$ cat src/rtl/smbus_host_pkg.sv
package smbus_host_pkg;
  localparam int REG_AW = 3;

  localparam logic [REG_AW-1:0] OFS_STAT  = 3'd0;
  localparam logic [REG_AW-1:0] OFS_CTRL  = 3'd2;
  localparam logic [REG_AW-1:0] OFS_CMD   = 3'd3;
  localparam logic [REG_AW-1:0] OFS_XADDR = 3'd4;
  localparam logic [REG_AW-1:0] OFS_DATA0 = 3'd5;

  localparam int ST_BUSY   = 0;
  localparam int ST_DONE   = 1;
  localparam int ST_DEVERR = 2;
  localparam int ST_BUSERR = 3;
  localparam int ST_FAILED = 4;
  localparam int ST_INUSE  = 6;

  localparam int CT_START = 6;
  localparam logic [2:0] PROTO_BYTE_DATA = 3'b010;

  typedef enum logic [1:0] {
    BOP_START,
    BOP_STOP,
    BOP_BIT
  } bop_e;

  typedef enum logic [3:0] {
    SQ_IDLE,
    SQ_START,
    SQ_ADDRW,
    SQ_CMD,
    SQ_WDATA,
    SQ_RSTART,
    SQ_ADDRR,
    SQ_RDATA,
    SQ_STOP
  } sq_e;
endpackage

$ cat src/rtl/smbus_tick_gen.sv
module smbus_tick_gen #(
  parameter int DIV = 8
) (
  input  logic clk,
  input  logic rst,
  input  logic clr,
  output logic tick
);
  localparam int CW = (DIV > 1) ? $clog2(DIV) : 1;
  localparam logic [CW-1:0] LAST = CW'(DIV - 1);

  logic [CW-1:0] cnt;

  always_ff @(posedge clk) begin
    if (rst || clr) begin
      cnt  <= '0;
      tick <= 1'b0;
    end else if (cnt == LAST) begin
      cnt  <= '0;
      tick <= 1'b1;
    end else begin
      cnt  <= cnt + 1'b1;
      tick <= 1'b0;
    end
  end
endmodule

$ cat src/rtl/smbus_bit_engine.sv
module smbus_bit_engine
  import smbus_host_pkg::*;
(
  input  logic clk,
  input  logic rst,
  input  logic tick,
  input  logic cmd_valid,
  input  bop_e cmd_op,
  input  logic cmd_bit,
  input  logic cmd_chk,
  input  logic sda_in,
  output logic busy,
  output logic done,
  output logic rx_bit,
  output logic arb_lost,
  output logic tick_clr,
  output logic scl_oe,
  output logic sda_oe
);
  logic [1:0] phase;
  bop_e       op_q;
  logic       bit_q;
  logic       chk_q;

  assign tick_clr = cmd_valid && !busy;

  always_ff @(posedge clk) begin
    if (rst) begin
      busy     <= 1'b0;
      done     <= 1'b0;
      rx_bit   <= 1'b1;
      arb_lost <= 1'b0;
      scl_oe   <= 1'b0;
      sda_oe   <= 1'b0;
      phase    <= 2'd0;
      op_q     <= BOP_STOP;
      bit_q    <= 1'b1;
      chk_q    <= 1'b0;
    end else begin
      done <= 1'b0;
      if (cmd_valid && !busy) begin
        busy     <= 1'b1;
        phase    <= 2'd0;
        op_q     <= cmd_op;
        bit_q    <= cmd_bit;
        chk_q    <= cmd_chk;
        arb_lost <= 1'b0;
        scl_oe   <= 1'b1;
        case (cmd_op)
          BOP_START: sda_oe <= 1'b0;
          BOP_STOP:  sda_oe <= 1'b1;
          default:   sda_oe <= !cmd_bit;
        endcase
      end else if (busy && tick) begin
        phase <= phase + 2'd1;
        case (op_q)
          BOP_START: begin
            if (phase == 2'd0)      scl_oe <= 1'b0;
            else if (phase == 2'd1) sda_oe <= 1'b1;
            else if (phase == 2'd2) scl_oe <= 1'b1;
            else begin
              busy <= 1'b0;
              done <= 1'b1;
            end
          end
          BOP_STOP: begin
            if (phase == 2'd0)      scl_oe <= 1'b0;
            else if (phase == 2'd1) sda_oe <= 1'b0;
            else if (phase == 2'd3) begin
              busy <= 1'b0;
              done <= 1'b1;
            end
          end
          default: begin
            if (phase == 2'd0) scl_oe <= 1'b0;
            else if (phase == 2'd2) begin
              rx_bit <= sda_in;
              if (chk_q && bit_q && !sda_in) begin
                scl_oe   <= 1'b0;
                sda_oe   <= 1'b0;
                arb_lost <= 1'b1;
                busy     <= 1'b0;
                done     <= 1'b1;
              end else begin
                scl_oe <= 1'b1;
              end
            end else if (phase == 2'd3) begin
              busy <= 1'b0;
              done <= 1'b1;
            end
          end
        endcase
      end
    end
  end

  AST_SDA_MOVES_SCL_LOW: assert property (@(posedge clk) disable iff (rst)
    (op_q == BOP_BIT && sda_oe != $past(sda_oe)) |-> (scl_oe && $past(scl_oe)))
    else $error("host SDA moved while SCL released");
endmodule

$ cat src/rtl/smbus_txn_seq.sv
module smbus_txn_seq
  import smbus_host_pkg::*;
(
  input  logic       clk,
  input  logic       rst,
  input  logic       start,
  input  logic [7:0] xaddr,
  input  logic [7:0] cmd_byte,
  input  logic [7:0] wr_byte,
  input  logic       be_busy,
  input  logic       be_done,
  input  logic       be_rx,
  input  logic       be_arb,
  output logic       cmd_valid,
  output bop_e       cmd_op,
  output logic       cmd_bit,
  output logic       cmd_chk,
  output logic       fin,
  output logic       fin_dev,
  output logic       fin_bus,
  output logic       fin_read,
  output logic [7:0] rx_byte
);
  sq_e        state;
  logic [3:0] idx;
  logic [7:0] a_q, c_q, d_q;
  logic [7:0] tx_byte;
  logic       last_bit;

  assign last_bit = idx[3];
  assign fin_read = a_q[0];

  always_comb begin
    case (state)
      SQ_ADDRW: tx_byte = {a_q[7:1], 1'b0};
      SQ_CMD:   tx_byte = c_q;
      SQ_WDATA: tx_byte = d_q;
      SQ_ADDRR: tx_byte = {a_q[7:1], 1'b1};
      default:  tx_byte = 8'hFF;
    endcase
    if (state == SQ_START || state == SQ_RSTART) cmd_op = BOP_START;
    else if (state == SQ_STOP)                   cmd_op = BOP_STOP;
    else                                         cmd_op = BOP_BIT;
    cmd_bit = last_bit ? 1'b1 : tx_byte[~idx[2:0]];
    cmd_chk = !last_bit && state != SQ_RDATA;
  end

  always_ff @(posedge clk) begin
    if (rst) begin
      state     <= SQ_IDLE;
      idx       <= 4'd0;
      a_q       <= 8'h00;
      c_q       <= 8'h00;
      d_q       <= 8'h00;
      cmd_valid <= 1'b0;
      fin       <= 1'b0;
      fin_dev   <= 1'b0;
      fin_bus   <= 1'b0;
      rx_byte   <= 8'h00;
    end else begin
      cmd_valid <= 1'b0;
      fin       <= 1'b0;
      if (state == SQ_IDLE) begin
        if (start) begin
          a_q       <= xaddr;
          c_q       <= cmd_byte;
          d_q       <= wr_byte;
          fin_dev   <= 1'b0;
          fin_bus   <= 1'b0;
          idx       <= 4'd0;
          state     <= SQ_START;
          cmd_valid <= 1'b1;
        end
      end else if (be_done) begin
        cmd_valid <= 1'b1;
        idx       <= 4'd0;
        if (be_arb) begin
          fin_bus   <= 1'b1;
          fin       <= 1'b1;
          cmd_valid <= 1'b0;
          state     <= SQ_IDLE;
        end else begin
          case (state)
            SQ_START:  state <= SQ_ADDRW;
            SQ_RSTART: state <= SQ_ADDRR;
            SQ_STOP: begin
              fin       <= 1'b1;
              cmd_valid <= 1'b0;
              state     <= SQ_IDLE;
            end
            SQ_RDATA: begin
              if (!last_bit) begin
                rx_byte <= {rx_byte[6:0], be_rx};
                idx     <= idx + 4'd1;
              end else begin
                state <= SQ_STOP;
              end
            end
            default: begin
              if (!last_bit) begin
                idx <= idx + 4'd1;
              end else if (be_rx) begin
                fin_dev <= 1'b1;
                state   <= SQ_STOP;
              end else begin
                case (state)
                  SQ_ADDRW: state <= SQ_CMD;
                  SQ_CMD:   state <= a_q[0] ? SQ_RSTART : SQ_WDATA;
                  SQ_ADDRR: state <= SQ_RDATA;
                  default:  state <= SQ_STOP;
                endcase
              end
            end
          endcase
        end
      end
    end
  end

  AST_CMD_ONLY_WHEN_IDLE: assert property (@(posedge clk) disable iff (rst)
    cmd_valid |-> !be_busy)
    else $error("command issued to a busy bit engine");
endmodule

$ cat src/rtl/smbus_host_engine.sv
module smbus_host_engine
  import smbus_host_pkg::*;
#(
  parameter int CLK_DIV     = 8,
  parameter int SYNC_STAGES = 2
) (
  input  logic              clk,
  input  logic              rst,
  input  logic              reg_wr,
  input  logic              reg_rd,
  input  logic [REG_AW-1:0] reg_addr,
  input  logic [7:0]        reg_wdata,
  output logic [7:0]        reg_rdata,
  output logic              scl_oe,
  output logic              sda_oe,
  input  logic              sda_in
);
  localparam int SS = (SYNC_STAGES < 2) ? 2 : SYNC_STAGES;

  logic [SS-1:0] sda_sync;
  logic          sda_s;

  logic       busy, f_done, f_dev, f_bus, f_fail, in_use;
  logic [7:0] ctrl_q, cmd_q, xaddr_q, data0_q;
  logic       start_p;
  logic [7:0] status;

  logic       tick, tick_clr;
  logic       be_valid, be_bit, be_chk, be_busy, be_done, be_rx, be_arb;
  bop_e       be_op;
  logic       seq_fin, seq_dev, seq_bus, seq_read;
  logic [7:0] seq_rx;

  always_ff @(posedge clk) begin
    if (rst) sda_sync <= '1;
    else     sda_sync <= {sda_sync[SS-2:0], sda_in};
  end
  assign sda_s = sda_sync[SS-1];

  assign status = {1'b0, in_use, 1'b0, f_fail, f_bus, f_dev, f_done, busy};

  always_ff @(posedge clk) begin
    if (rst) begin
      busy      <= 1'b0;
      f_done    <= 1'b0;
      f_dev     <= 1'b0;
      f_bus     <= 1'b0;
      f_fail    <= 1'b0;
      in_use    <= 1'b0;
      ctrl_q    <= 8'h00;
      cmd_q     <= 8'h00;
      xaddr_q   <= 8'h00;
      data0_q   <= 8'h00;
      start_p   <= 1'b0;
      reg_rdata <= 8'h00;
    end else begin
      start_p <= 1'b0;
      if (reg_wr) begin
        case (reg_addr)
          OFS_STAT: begin
            if (reg_wdata[ST_DONE])   f_done <= 1'b0;
            if (reg_wdata[ST_DEVERR]) f_dev  <= 1'b0;
            if (reg_wdata[ST_BUSERR]) f_bus  <= 1'b0;
            if (reg_wdata[ST_FAILED]) f_fail <= 1'b0;
            if (reg_wdata[ST_INUSE])  in_use <= 1'b0;
          end
          OFS_CTRL: begin
            ctrl_q <= reg_wdata & ~(8'h01 << CT_START);
            if (reg_wdata[CT_START] && reg_wdata[4:2] == PROTO_BYTE_DATA && !busy) begin
              busy    <= 1'b1;
              start_p <= 1'b1;
            end
          end
          OFS_CMD:   cmd_q   <= reg_wdata;
          OFS_XADDR: xaddr_q <= reg_wdata;
          OFS_DATA0: data0_q <= reg_wdata;
          default: ;
        endcase
      end
      if (seq_fin) begin
        busy <= 1'b0;
        if (seq_bus) begin
          f_bus  <= 1'b1;
          f_fail <= 1'b1;
        end else if (seq_dev) begin
          f_dev  <= 1'b1;
          f_fail <= 1'b1;
        end else begin
          f_done <= 1'b1;
          if (seq_read) data0_q <= seq_rx;
        end
      end
      if (reg_rd) begin
        case (reg_addr)
          OFS_STAT:  reg_rdata <= status;
          OFS_CTRL:  reg_rdata <= ctrl_q;
          OFS_CMD:   reg_rdata <= cmd_q;
          OFS_XADDR: reg_rdata <= xaddr_q;
          OFS_DATA0: reg_rdata <= data0_q;
          default:   reg_rdata <= 8'h00;
        endcase
        if (reg_addr == OFS_STAT && !reg_wr) in_use <= 1'b1;
      end
    end
  end

  smbus_tick_gen #(.DIV(CLK_DIV)) u_tick (
    .clk  (clk),
    .rst  (rst),
    .clr  (tick_clr),
    .tick (tick)
  );

  smbus_bit_engine u_bit (
    .clk       (clk),
    .rst       (rst),
    .tick      (tick),
    .cmd_valid (be_valid),
    .cmd_op    (be_op),
    .cmd_bit   (be_bit),
    .cmd_chk   (be_chk),
    .sda_in    (sda_s),
    .busy      (be_busy),
    .done      (be_done),
    .rx_bit    (be_rx),
    .arb_lost  (be_arb),
    .tick_clr  (tick_clr),
    .scl_oe    (scl_oe),
    .sda_oe    (sda_oe)
  );

  smbus_txn_seq u_seq (
    .clk       (clk),
    .rst       (rst),
    .start     (start_p),
    .xaddr     (xaddr_q),
    .cmd_byte  (cmd_q),
    .wr_byte   (data0_q),
    .be_busy   (be_busy),
    .be_done   (be_done),
    .be_rx     (be_rx),
    .be_arb    (be_arb),
    .cmd_valid (be_valid),
    .cmd_op    (be_op),
    .cmd_bit   (be_bit),
    .cmd_chk   (be_chk),
    .fin       (seq_fin),
    .fin_dev   (seq_dev),
    .fin_bus   (seq_bus),
    .fin_read  (seq_read),
    .rx_byte   (seq_rx)
  );

  AST_IDLE_LINES_RELEASED: assert property (@(posedge clk) disable iff (rst)
    !busy |-> (!scl_oe && !sda_oe))
    else $error("bus driven while idle");
  AST_BUSY_UNTIL_FIN: assert property (@(posedge clk) disable iff (rst)
    (busy && !seq_fin) |=> busy)
    else $error("busy dropped early");
  AST_BUSERR_RELEASED: assert property (@(posedge clk) disable iff (rst)
    $rose(f_bus) |-> (!scl_oe && !sda_oe))
    else $error("bus held after bus error");
  AST_DEVERR_FAILS: assert property (@(posedge clk) disable iff (rst)
    $rose(f_dev) |-> f_fail)
    else $error("device error without failed flag");
endmodule

$ cat config.mk
export PLATFORM = sky130hd
export DESIGN_NAME = smbus_host_engine
export DESIGN_NICKNAME = d
export VERILOG_FILES = /design/src/rtl/smbus_host_pkg.sv /design/src/rtl/smbus_tick_gen.sv /design/src/rtl/smbus_bit_engine.sv /design/src/rtl/smbus_txn_seq.sv /design/src/rtl/smbus_host_engine.sv
export SDC_FILE = /design/constraint.sdc
export NUM_CORES = 1
export LEC_CHECK = 0
export ABC_CLOCK_PERIOD_IN_PS = 3750
export CORE_MARGIN = 2
export CORE_UTILIZATION = 55
export CTS_CLUSTER_DIAMETER = 120
export DETAILED_ROUTE_END_ITERATION = 7
export PLACE_DENSITY = 0.74
export SLEW_MARGIN = 10
export SYNTH_ARGS = -nofsm -noshare
export SYNTH_HDL_FRONTEND = slang
export SYNTH_SLANG_ARGS = --single-unit
$ cat constraint.sdc
create_clock -name clk -period 3.75 [get_ports clk]
set_input_delay 0.5625 -clock clk [delete_from_list [all_inputs] [get_ports clk]]
set_output_delay 0.5625 -clock clk [all_outputs]
set_load 0.02 [all_outputs]
# After elaboration in Yosys (flattened, before gate mapping)
# Cells that the tools add are included.
dict set report word_totals {
  inputBits 16
  ff_bits 108
  out_inout_bits 10
  word_cells 255
}
dict set report op_classes {
  magnitude_cmp 1
  n_addsub 3
  n_reduce_logical 54
  eq_ne 33
  n_bitwise 11
  muxes 118
}
# operator n
set op_table {}
lappend op_table {{$mux 1} 87}
lappend op_table {{$mux 4} 13}
lappend op_table {{$mux 8} 6}
lappend op_table {{$pmux 8 s5} 1}
lappend op_table {{$pmux 8 s4} 1}
lappend op_table {{$reduce_and 6->1} 3}
lappend op_table {{$eq 4x3->1 const B} 4}
lappend op_table {{$pmux 4 s4} 1}
lappend op_table {{$reduce_and 5->1} 3}
lappend op_table {{$pmux 4 s3} 1}
lappend op_table {{$reduce_or 3->1} 4}
lappend op_table {{$not 1->1} 10}
lappend op_table {{$pmux 1 s2} 5}
lappend op_table {{$reduce_and 2->1} 5}
lappend op_table {{$reduce_bool 2->1} 5}
lappend op_table {{$eq 3x2->1 const B} 3}
lappend op_table {{$eq 3x3->1 const B} 3}
lappend op_table {{$ne 3x2->1 const B} 3}
lappend op_table {{$ne 3x3->1 const B} 3}
lappend op_table {{$eq 4x2->1 const B} 2}
lappend op_table {{$logic_and 1x1->1} 8}
lappend op_table {{$ne 4x4->1 const B} 2}
lappend op_table {{$reduce_and 4->1} 2}
lappend op_table {{$reduce_bool 4->1} 2}
lappend op_table {{other kinds (25)} 43}

# Longest topological paths before layout
# Gate-level depths: netlist of run 1.
dict set report logic_depth {
  depth_word 8
  mapped_depth 9
  depth_no_buf 7
}

# Hierarchy
# From an unflattened synthesis of run 1, not the netlist that was laid out.
dict set report unflattened {
  cells_unflattened 541
  area_unflattened_um2 4971.0
}
# module seq_area_each_um2 instances area_each_um2 cells_each
set modules_own_cells {}
lappend modules_own_cells {smbus_host_engine 960.9 1 2199.6 245}
lappend modules_own_cells {smbus_txn_seq 880.8 1 1953.1 213}
lappend modules_own_cells {smbus_bit_engine 240.2 1 681.9 73}
lappend modules_own_cells {smbus_tick_gen 80.1 1 136.4 10}

# Least setup slack after synthesis of run 1
# Ideal clock, no wire load.
dict set report synth_timing {
  kind {input -> register}
  startpoint {in reg_addr[2]}
  endpoint {reg ctrl_q[7]}
  required_time_ns 3.622
  arrival_time_ns 1.577
  path_slack_ns 2.046
  setup_time_ns 0.128
  stages 6
  path_cell_list {clkbuf_1 > nand2b_1 > nor3b_1 > buf_2 > mux2i_1 > nor2_1}
}
dict set report synth_between {
  elab_chain_len 2
}
# item line_no
set synth_rtl {}
lappend synth_rtl {{start: declaration} smbus_host_engine.sv:11} ;# input logic [REG_AW-1:0] reg_addr,
lappend synth_rtl {{$eq 3x2->1} smbus_host_engine.sv:59} ;# case (reg_addr)
lappend synth_rtl {{$reduce_and 2->1 (no line)} -}
lappend synth_rtl {{end signal: assignment} smbus_host_engine.sv:68} ;# ctrl_q <= reg_wdata & ~(8'h01 << CT_START);
lappend synth_rtl {{end: declaration} smbus_host_engine.sv:24} ;# logic [7:0] ctrl_q, cmd_q, xaddr_q, data0_q;
# Every way passes these cells.
# A chain may end at the register's enable or synchronous reset.

# Worst setup path in the final report of run 1
dict set report layout_timing {
  startpoint {reg u_seq.state[0]}
  endpoint {reg u_bit.sda_oe}
}
dict set report layout_between {
  elab_chain_len 8
  elab_cells_between_ends 19
}
# item line_no
set layout_rtl {}
lappend layout_rtl {{start: declaration} smbus_txn_seq.sv:24} ;# sq_e state;
lappend layout_rtl {{start signal: assignment} smbus_txn_seq.sv:108} ;# SQ_CMD: state <= a_q[0] ? SQ_RSTART : SQ_WDATA;
lappend layout_rtl {{$eq 4x3->1 / $eq 4x2->1 (equally long branches)} smbus_txn_seq.sv:34} ;# case (state)
lappend layout_rtl {{$pmux 8 s4} smbus_txn_seq.sv:34}
lappend layout_rtl {{$bmux 1 s3} smbus_txn_seq.sv:44} ;# cmd_bit = last_bit ? 1'b1 : tx_byte[~idx[2:0]];
lappend layout_rtl {{$mux 1 (not written as such)} smbus_txn_seq.sv:44}
lappend layout_rtl {{$mux 1} smbus_txn_seq.sv:44}
lappend layout_rtl {{$logic_not 1->1} smbus_bit_engine.sv:52} ;# default: sda_oe <= !cmd_bit;
lappend layout_rtl {{$pmux 1 s2 *} smbus_bit_engine.sv:49} ;# case (cmd_op)
lappend layout_rtl {{$mux 1 *} smbus_bit_engine.sv:41} ;# if (cmd_valid && !busy) begin
lappend layout_rtl {{end signal: assignment} smbus_bit_engine.sv:52}
lappend layout_rtl {{end: declaration} smbus_bit_engine.sv:18} ;# output logic sda_oe
# Mark *: on every way between the ends. The rest lies on a longest branch, timed or not. The select of a mux whose other input is x is not followed.

==> results.yml, run 1 <==
sta:
  tightest_slew_ps: 958
  finalSetupTns_ps: 0
  setup_viol: 0
  fin_crit_sh: 0.663
  maxSlewViolCount: 0
  setup_ws_ps: 1260
  hold_slack_ps: 420
  max_freq_mhz: 402
  period_needed_ps: 2490
  rsz0062_at_grt: "false"
  final_hold_viol_count: 0
  maxSlewHeadroom: 0.360
  clock_skew_ps: 10.9
cts:
  cts_buffers: 9
  cts_root_buffer: "clkbuf_8"
  clk_latency_ps: 380
  hold_buffers: 0
  cts_tree: "built"
  clk_path_buf_depth: 2
  post_cts_buffers: 0
  cts-htree-levels: 3
  cts.sinks: 108
  cts_resized: 0
  path_clk_slew_ps: 110
layout:
  fillers: 809
  areaGrowthSynthToFinish_pct: 9.08
  mostFrequentLayoutCells: "nand2_1, dfxtp_1, a21oi_1"
  fin_nets: 633
  antennaDiodeCount: 0
  final_cell_count_no_fill: 722
  layout-drive-gt1-share: 0.0554
  final_common_cell: "nand2_1"
route:
  wl_per_cell_um: 16.1
  first_pass_iters: 5
  post_drt_via_cell_ratio: 5.83
  remaining_drc_errors: 0
  drt-initial-drc-count: 330
  antenna_left: 0
  num_vias: 4210
  routed_wl_um: 11600
pwr:
  p_per_area_nw_per_um2: 375
  seqPwrFrac: 0.574
  internal-power_uw: 1530
  power.share.clock: 0.375
  switchingPower_uw: 508
  irDropWorstVdd_uv: 274
  cellLeakagePower_uw: 0.00196
  comb_power_share: 0.051
  switching_share: 0.249
yosys:
  synth-seq-cells: 108
  synth-warning-count: 0
  synth_area_leaders: "dfxtp_1, nand2_1, a21oi_1"
  synth_edf_count: 0
  ys_seq_area_frac: 0.434
  yosys.area.top_type_share: 0.434
  synth.avg_cell_area_um2: 8.19
  synth_ff_type: "dfxtp_1"
  synth_largest_area_cell: "dfxtp_1"
  synth.distinct_cells: 59
  postSynth.asyncResetShare: 0
  synthCells: 609
  synth_area_um2: 4990
  synth_nets: 633
die:
  die_y_um: 99.2
  die_w_um: 99.2
  start_util: 0.569
  die_area_um2: 9840
  core_area_um2: 8760
  io_pins: 26
  num_rows: 34
grt:
  gr-total-overflow: 0
  grt_util_all_layers: 0.247
  antenna_found_initial: 0
  grt_pass1_vias: 3887
  grt_pass1_wl_um: 19600
  grt_max_degree: 60
worst_setup_path:
  crit_fanout: 26
  slowest_delay_ps: 970
  path_cells: "inv_1 > a2bb2oi_1 > o211ai_1 > a221oi_1 > o31ai_2 > a211oi_1"
  cp_slowest_cell: "dfxtp_1"
  crit_arrival_ps: 2780
  critPathLaunchType: "flop"
  cp.required_ps: 4050
  path_class: "flop to flop"
  cp-end-kind: "flop"
  rrSetupSlack_ps: 1260
placed_design:
  dp_slack_ps: 919
  place_inst: 706
  io_buffers: 25
  gp_congestion: 0.973
  dp_hpwl_um: 8330
outcome:
  outcome: "completed"
job:
  maxCapViolations: 0
worst_hold_path:
  hold_path.class: "flop to flop"
layer usage:
| metal | vias to the layer above | wire length, µm | part of all wire | track usage |
|---|---|---|---|---|
| li1 | 2106 | - | - | - |
| met1 | 1983 | 5560 | 0.48 | 0.366 |
| met2 | 110 | 5290 | 0.46 | 0.374 |
| met3 | 11 | 629 | 0.054 | 0.0422 |
| met4 | 0 | 142 | 0.012 | 0.0674 |
| met5 | - | 0 | 0 | 0 |
logic make-up (layout without fill, tap and decap cells):
group	Yosys count	in the layout	synth area share
AND/OR/NAND/NOR	261	261	0.245
XOR/XNOR	2	2	0.00351
buffers and inverters	50	55	0.0454
AO/OA/AOI/OAI	141	141	0.174
adder cells (fa/ha/maj)	8	8	0.0201
flip-flops	108	108	0.434
multiplexers	39	39	0.0785
cell type report:
class	count	area, µm²	area share
multi-input cells	451	2600	0.478
inverters	8	30.0	0.00552
well taps	108	135	0.0248
flip-flops and latches	108	2160	0.398
repair buffers	31	290	0.0534
clock buffers	9	124	0.0228
clock inverters	7	100	0.0184
critical path: cells and delay by family, from the launching register on:
kind                   cells  cell delay, ps
buffers and inverters      1             300
AO/OA/AOI/OAI              5            1140
flip-flops                 1             970
power groups by stage:
stage	clock, µW	combinational, µW	sequential, µW
detailed placement	0	104	1200
floorplan	0	62.9	1190
finish	764	105	1170
global route	824	114	1170
CTS	784	104	1170
global placement	0	101	1190
cell usage after synthesis, types with 2 or more instances:
cell / instances
ha_1: 8
dfxtp_1: 108
o221ai_1: 7
nand3_1: 7
a22oi_1: 7
o31ai_1: 2
a21oi_1: 78
xnor2_1: 2
buf_2: 10
a31oi_1: 3
o21ai_0: 12
a2bb2oi_1: 3
nor2_1: 67
nor3b_1: 7
nand3b_1: 4
nand2_1: 115
nand4b_1: 2
mux2i_1: 38
nor3_1: 12
or2_2: 3
nor2b_1: 13
and3b_1: 3
nor4_1: 4
nand4_1: 2
a211oi_1: 13
inv_1: 7
buf_4: 5
clkbuf_1: 25
and2_1: 3
nand2b_1: 10
state kept, by name (all words and copies together), names as in the netlist, 3 cells and up:
register / flops
cmd_q: 8
ctrl_q: 7
data0_q: 8
reg_rdata: 8
u_seq.a_q: 8
u_seq.c_q: 8
u_seq.d_q: 8
u_seq.idx: 4
u_seq.rx_byte: 8
u_seq.state: 4
u_tick.cnt: 3
xaddr_q: 8
through the flow:
| stage | util | power, µW | cell area, µm² |
|---|---|---|---|
| 2_1_floorplan | - | 1260 | 4990 |
| 3_3_place_gp | 0.595 | 1300 | 5220 |
| 3_5_place_dp | 0.595 | 1300 | 5220 |
| 4_1_cts | 0.621 | 2060 | 5440 |
| 5_1_grt | 0.621 | 2110 | 5440 |
| 6_report | 0.621 | 2040 | 5440 |
final timing paths:
path	startpoint	endpoint	depth (start not counted)
worst max-delay path	u_seq.state[0]	u_bit.sda_oe	6
worst min-delay path	sda_sync[0]	sda_sync[1]	1
worst max register to register	u_seq.state[0]	u_bit.sda_oe	6
worst min register to register	sda_sync[0]	sda_sync[1]	1
No activity file was read; power rests on OpenSTA's default activity.
==> run 2, diff against run 1 <==
--- a/config.mk
+++ b/config.mk
@@ -5,7 +5,7 @@
 export SDC_FILE = /design/constraint.sdc
 export NUM_CORES = 1
 export LEC_CHECK = 0
-export ABC_CLOCK_PERIOD_IN_PS = 3750
+export ABC_CLOCK_PERIOD_IN_PS = 2350
 export CORE_MARGIN = 2
 export CORE_UTILIZATION = 55
 export CTS_CLUSTER_DIAMETER = 120
==> constraint.sdc (replaced) <==
create_clock -name clk -period 2.35 [get_ports clk]
set_input_delay 0.3525 -clock clk [delete_from_list [all_inputs] [get_ports clk]]
set_output_delay 0.3525 -clock clk [all_outputs]
set_load 0.02 [all_outputs]
==> run 2 against run 1 <==
- flip-flop and latch count unchanged
- combinational power is 74% higher
- clock skew rose by 1.6 ps
- count of clock-buffer cells in the layout stayed put
- register-to-register slack worse by 1000 ps
- hold slack got worse by 72 ps
- global-route usage is 1.6 points higher
- fmax up 18%
- via count up 3.3%
- non-clock buffer count up 18
- largest power group unchanged
==> results.yml, run 2 (synthesis results as in run 1) <==
outcome:
  outcome: "completed"
route:
  num_vias: 4347
  first_pass_iters: 5
  antenna_left: 0
  post_drt_via_cell_ratio: 5.87
  remaining_drc_errors: 0
  drt-initial-drc-count: 272
  routed_wl_um: 12400
  wl_per_cell_um: 16.7
pwr:
  p_per_area_nw_per_um2: 581
  cellLeakagePower_uw: 0.00204
  irDropWorstVdd_uv: 382
sta:
  tightest_slew_ps: 519
  maxSlewViolCount: 0
  maxSlewHeadroom: 0.649
  setup_viol: 0
  rsz0062_at_grt: "false"
  period_needed_ps: 2100
  clock_skew_ps: 12.5
  fin_crit_sh: 0.895
  setup_ws_ps: 248
  final_hold_viol_count: 0
  max_freq_mhz: 476
  finalSetupTns_ps: 0
die:
  start_util: 0.569
  io_pins: 26
  num_rows: 34
  die_area_um2: 9840
  die_w_um: 99.2
  die_y_um: 99.2
  core_area_um2: 8760
worst_hold_path:
  hp-start: "rst"
  hold_path.class: "primary input to flop"
  min_to: "u_seq.idx[1]"
  min_path_cells: 2
layout:
  antennaDiodeCount: 0
  final_common_cell: "nand2_1"
  layout-drive-gt1-share: 0.0823
  areaGrowthSynthToFinish_pct: 11.8
  fin_nets: 651
  mostFrequentLayoutCells: "nand2_1, dfxtp_1, a21oi_1"
worst_setup_path:
  reg2regPathDepth: 6
  path_class: "flop to flop"
  path_delay_family: "simple AND/OR/NAND/NOR gates"
  crit_fanout: 12
  slowest_delay_ps: 570
  cp.buffers_inverters: 1
  rr_startpoint: "u_seq.state[0]"
  crit_arrival_ps: 2370
  cp-end-kind: "flop"
  path_cells: "buf_4 > or4_1 > a21oi_2 > nor2_1 > a22oi_1 > nor2_1"
  rr_endpoint: "u_seq.idx[1]"
  rrSetupSlack_ps: 250
  cp_slowest_cell: "or4_1"
  critPathLaunchType: "flop"
  cp.required_ps: 2620
  crit_path_frequent_cell: "nor2_1"
placed_design:
  dp_slack_ps: 225
  dp_hpwl_um: 8890
  gp_congestion: 0.938
  io_buffers: 25
cts:
  clk_latency_ps: 370
  cts_root_buffer: "clkbuf_8"
  post_cts_buffers: 0
  clk_path_buf_depth: 2
  cts.sinks: 108
  path_clk_slew_ps: 110
  cts_resized: 0
  cts-htree-levels: 3
  cts_tree: "built"
  cts_buffers: 9
  hold_buffers: 0
grt:
  gr-total-overflow: 0
  grt_util_all_layers: 0.263
  antenna_found_initial: 0
  grt_pass1_wl_um: 20800
  grt_pass1_vias: 4139
  grt_max_degree: 66
job:
  maxCapViolations: 0
## run 2: cell types whose count changed in the layout (fill, tap and decap cells not counted)
cell / before / now
clkinv_4: 1 / 2
clkinv_2: 0 / 1
buf_12: 0 / 1
inv_6: 2 / 0
buf_4: 6 / 23
clkinv_8: 2 / 1
clkinvlp_4: 0 / 1
## run 2: stage by stage
stage               hold slack, ps  power [µW]  cell area, µm²  std cells  utilization
CTS                            337        3260            5570        740        0.636
floorplan                      389        2000            4990        609            -
global placement               394        2090            5360        724        0.612
global route                   376        3360            5570        740        0.636
detailed placement             403        2090            5360        724        0.612
finish                         348        3240            5570        740        0.636
## run 2: worst max path at each step
stage / from / to / slack [ps] / cells after the start
2_1_floorplan: u_seq.state[0] / u_seq.idx[1] / 670 / 6
3_3_place_gp: reg_addr[1] / start_p / 190 / 6
3_5_place_dp: reg_addr[1] / start_p / 230 / 6
4_1_cts: u_seq.state[0] / u_seq.idx[1] / 250 / 6
5_1_grt: u_seq.state[0] / u_bit.sda_oe / 150 / 6
6_report: u_seq.state[0] / u_seq.idx[1] / 250 / 6
## run 2: final cells by class
type / count / area, µm²
Fill cell: 768 / 3190
Tap cell: 108 / 135
Multi-Input combinational cell: 451 / 2600
Inverter: 8 / 30.0
Clock buffer: 9 / 124
Timing Repair Buffer: 49 / 438
Sequential cell: 108 / 2160
Clock inverter: 7 / 87.6
## run 2: layer usage
| metal | vias up | global-route usage | part of all wire |
|---|---|---|---|
| li1 | 2151 | - | - |
| met1 | 2054 | 0.379 | 0.47 |
| met2 | 129 | 0.409 | 0.46 |
| met3 | 13 | 0.0569 | 0.070 |
| met4 | 0 | 0.0590 | 0.0073 |
| met5 | - | 0 | 0 |
## run 2: report_power, final
group	internal [µW]	total, µW	switching (µW)
Combinational	75.7	183	108
Sequential	1850	1870	15.9
Clock	511	1190	677
==> run 3, diff against run 2 <==
--- a/config.mk
+++ b/config.mk
@@ -11,6 +11,7 @@
 export CTS_CLUSTER_DIAMETER = 120
 export DETAILED_ROUTE_END_ITERATION = 7
 export PLACE_DENSITY = 0.74
+export SKIP_LAST_GASP = 1
 export SLEW_MARGIN = 10
 export SYNTH_ARGS = -nofsm -noshare
 export SYNTH_HDL_FRONTEND = slang
==> constraint.sdc (replaced) <==
create_clock -name clk -period 2.35 [get_ports clk]
set_input_delay 0.47 -clock clk [delete_from_list [all_inputs] [get_ports clk]]
set_output_delay 0.47 -clock clk [all_outputs]
set_load 0.02 [all_outputs]
==> run 3 against run 2 <==
- design area fell by 0.70%
- sequential power is essentially flat
- hold slack improved by 74 ps
- combinational power down 3%
- global-route usage fell by 1.7 points
- count of clock-buffer cells in the layout is the same
- clock power is 5% lower
==> results.yml, run 3 (synthesis results as in run 1) <==
outcome:
  outcome: "completed"
placed_design:
  io_buffers: 25
  post_dp_cell_area_um2: 5330
  place_inst: 719
  dp_hpwl_um: 8500
  gp_congestion: 0.934
  dp_slack_ps: 129
die:
  die_y_um: 99.2
  die_area_um2: 9840
  io_pins: 26
  start_util: 0.569
  core_area_um2: 8760
  die_w_um: 99.2
  num_rows: 34
sta:
  tightest_slew_ps: 515
  clock_skew_ps: 18.4
  period_needed_ps: 2130
  final_hold_viol_count: 0
  maxSlewHeadroom: 0.656
  setup_ws_ps: 218
  fin_crit_sh: 0.907
  maxSlewViolCount: 0
  setup_viol: 0
  rsz0062_at_grt: "false"
  max_freq_mhz: 469
  finalSetupTns_ps: 0
layout:
  final_common_cell: "nand2_1"
  layout-drive-gt1-share: 0.0750
  mostFrequentLayoutCells: "nand2_1, dfxtp_1, a21oi_1"
  areaGrowthSynthToFinish_pct: 11.0
  final_cell_count_no_fill: 735
  fin_nets: 646
  antennaDiodeCount: 0
  fin_area_um2: 5540
route:
  drt-initial-drc-count: 323
  wl_per_cell_um: 16.1
  num_vias: 4318
  first_pass_iters: 5
  antenna_left: 0
  remaining_drc_errors: 0
  post_drt_via_cell_ratio: 5.87
  routed_wl_um: 11900
worst_hold_path:
  min_to: "sda_sync[1]"
  hold_path.class: "flop to flop"
  hp-start: "sda_sync[0]"
  min_path_cells: 1
worst_setup_path:
  path_cells: "buf_4 > or4_1 > a21oi_4 > nor2_1 > a22oi_1 > nor2_1"
  crit_path_frequent_cell: "nor2_1"
  rr_startpoint: "u_seq.state[0]"
  cp.buffers_inverters: 1
  cp_slowest_cell: "or4_1"
  critPathLaunchType: "flop"
  path_class: "flop to flop"
  rrSetupSlack_ps: 220
  rr_endpoint: "u_seq.idx[1]"
  cp-end-kind: "flop"
  slowest_delay_ps: 630
  crit_arrival_ps: 2380
  reg2regPathDepth: 6
  cp.required_ps: 2600
  path_delay_family: "simple AND/OR/NAND/NOR gates"
  crit_fanout: 16
grt:
  grt_max_degree: 78
  grt_pass1_wl_um: 19600
  grt_util_all_layers: 0.247
  gr-total-overflow: 0
  antenna_found_initial: 0
  grt_pass1_vias: 4065
cts:
  post_cts_buffers: 0
  clk_latency_ps: 370
  cts_tree: "built"
  cts.sinks: 108
  clk_path_buf_depth: 2
  cts_root_buffer: "clkbuf_8"
  cts-htree-levels: 3
  path_clk_slew_ps: 120
  cts_buffers: 9
pwr:
  irDropWorstVdd_uv: 460
  p_per_area_nw_per_um2: 574
  cellLeakagePower_uw: 0.00202
job:
  maxCapViolations: 0
run 3: changes by cell type in the layout (fill, tap and decap cells not counted), sizes merged:
cell,previous run,this run
clkinv,4,3
clkinvlp,1,0
buf,25,20
inv,9,12
bufinv,1,0
run 3: routing by layer:
metal  wire length, µm  GRT usage
met5                 0          0
met4               177     0.0832
met3               536     0.0344
met2              5330      0.378
met1              5830      0.359
run 3: per-stage QoR:
stage               total power (µW)  hold slack, ps  utilization
floorplan                       2000             389            -
finish                          3170             422        0.632
global route                    3300             456        0.632
CTS                             3190             422        0.631
global placement                2080             395        0.608
detailed placement              2080             394        0.608
run 3: layout make-up:
type	instances	area, µm²
timing repair buffer	44	400
sequential	108	2160
multi-input combinational	451	2610
fill	775	3230
tap	108	135
clock inverter	7	78.8
clock buffer	9	124
inverter	8	30.0
run 3: repair_timing:
action,CTS,global route
setup endpoints to repair,0,1
resized for setup,0,1
hold buffers,0,0
run 3: how the worst max path moves through the flow:
stage / from / endpoint / slack, ps / cells after the start
floorplan: u_seq.state[0] / u_seq.idx[1] / 670 / 6
global placement: reg_addr[1] / ctrl_q[4] / 160 / 6
detailed placement: reg_addr[1] / ctrl_q[2] / 130 / 6
CTS: u_seq.state[0] / u_seq.idx[1] / 180 / 6
global route: u_seq.state[0] / u_seq.idx[1] / 90 / 6
finish: u_seq.state[0] / u_seq.idx[1] / 220 / 6
run 3: power by group:
part           internal [µW]  switching [µW]
combinational           72.8             105
sequential              1850            15.9
clock                    425             706
total                   2350             827
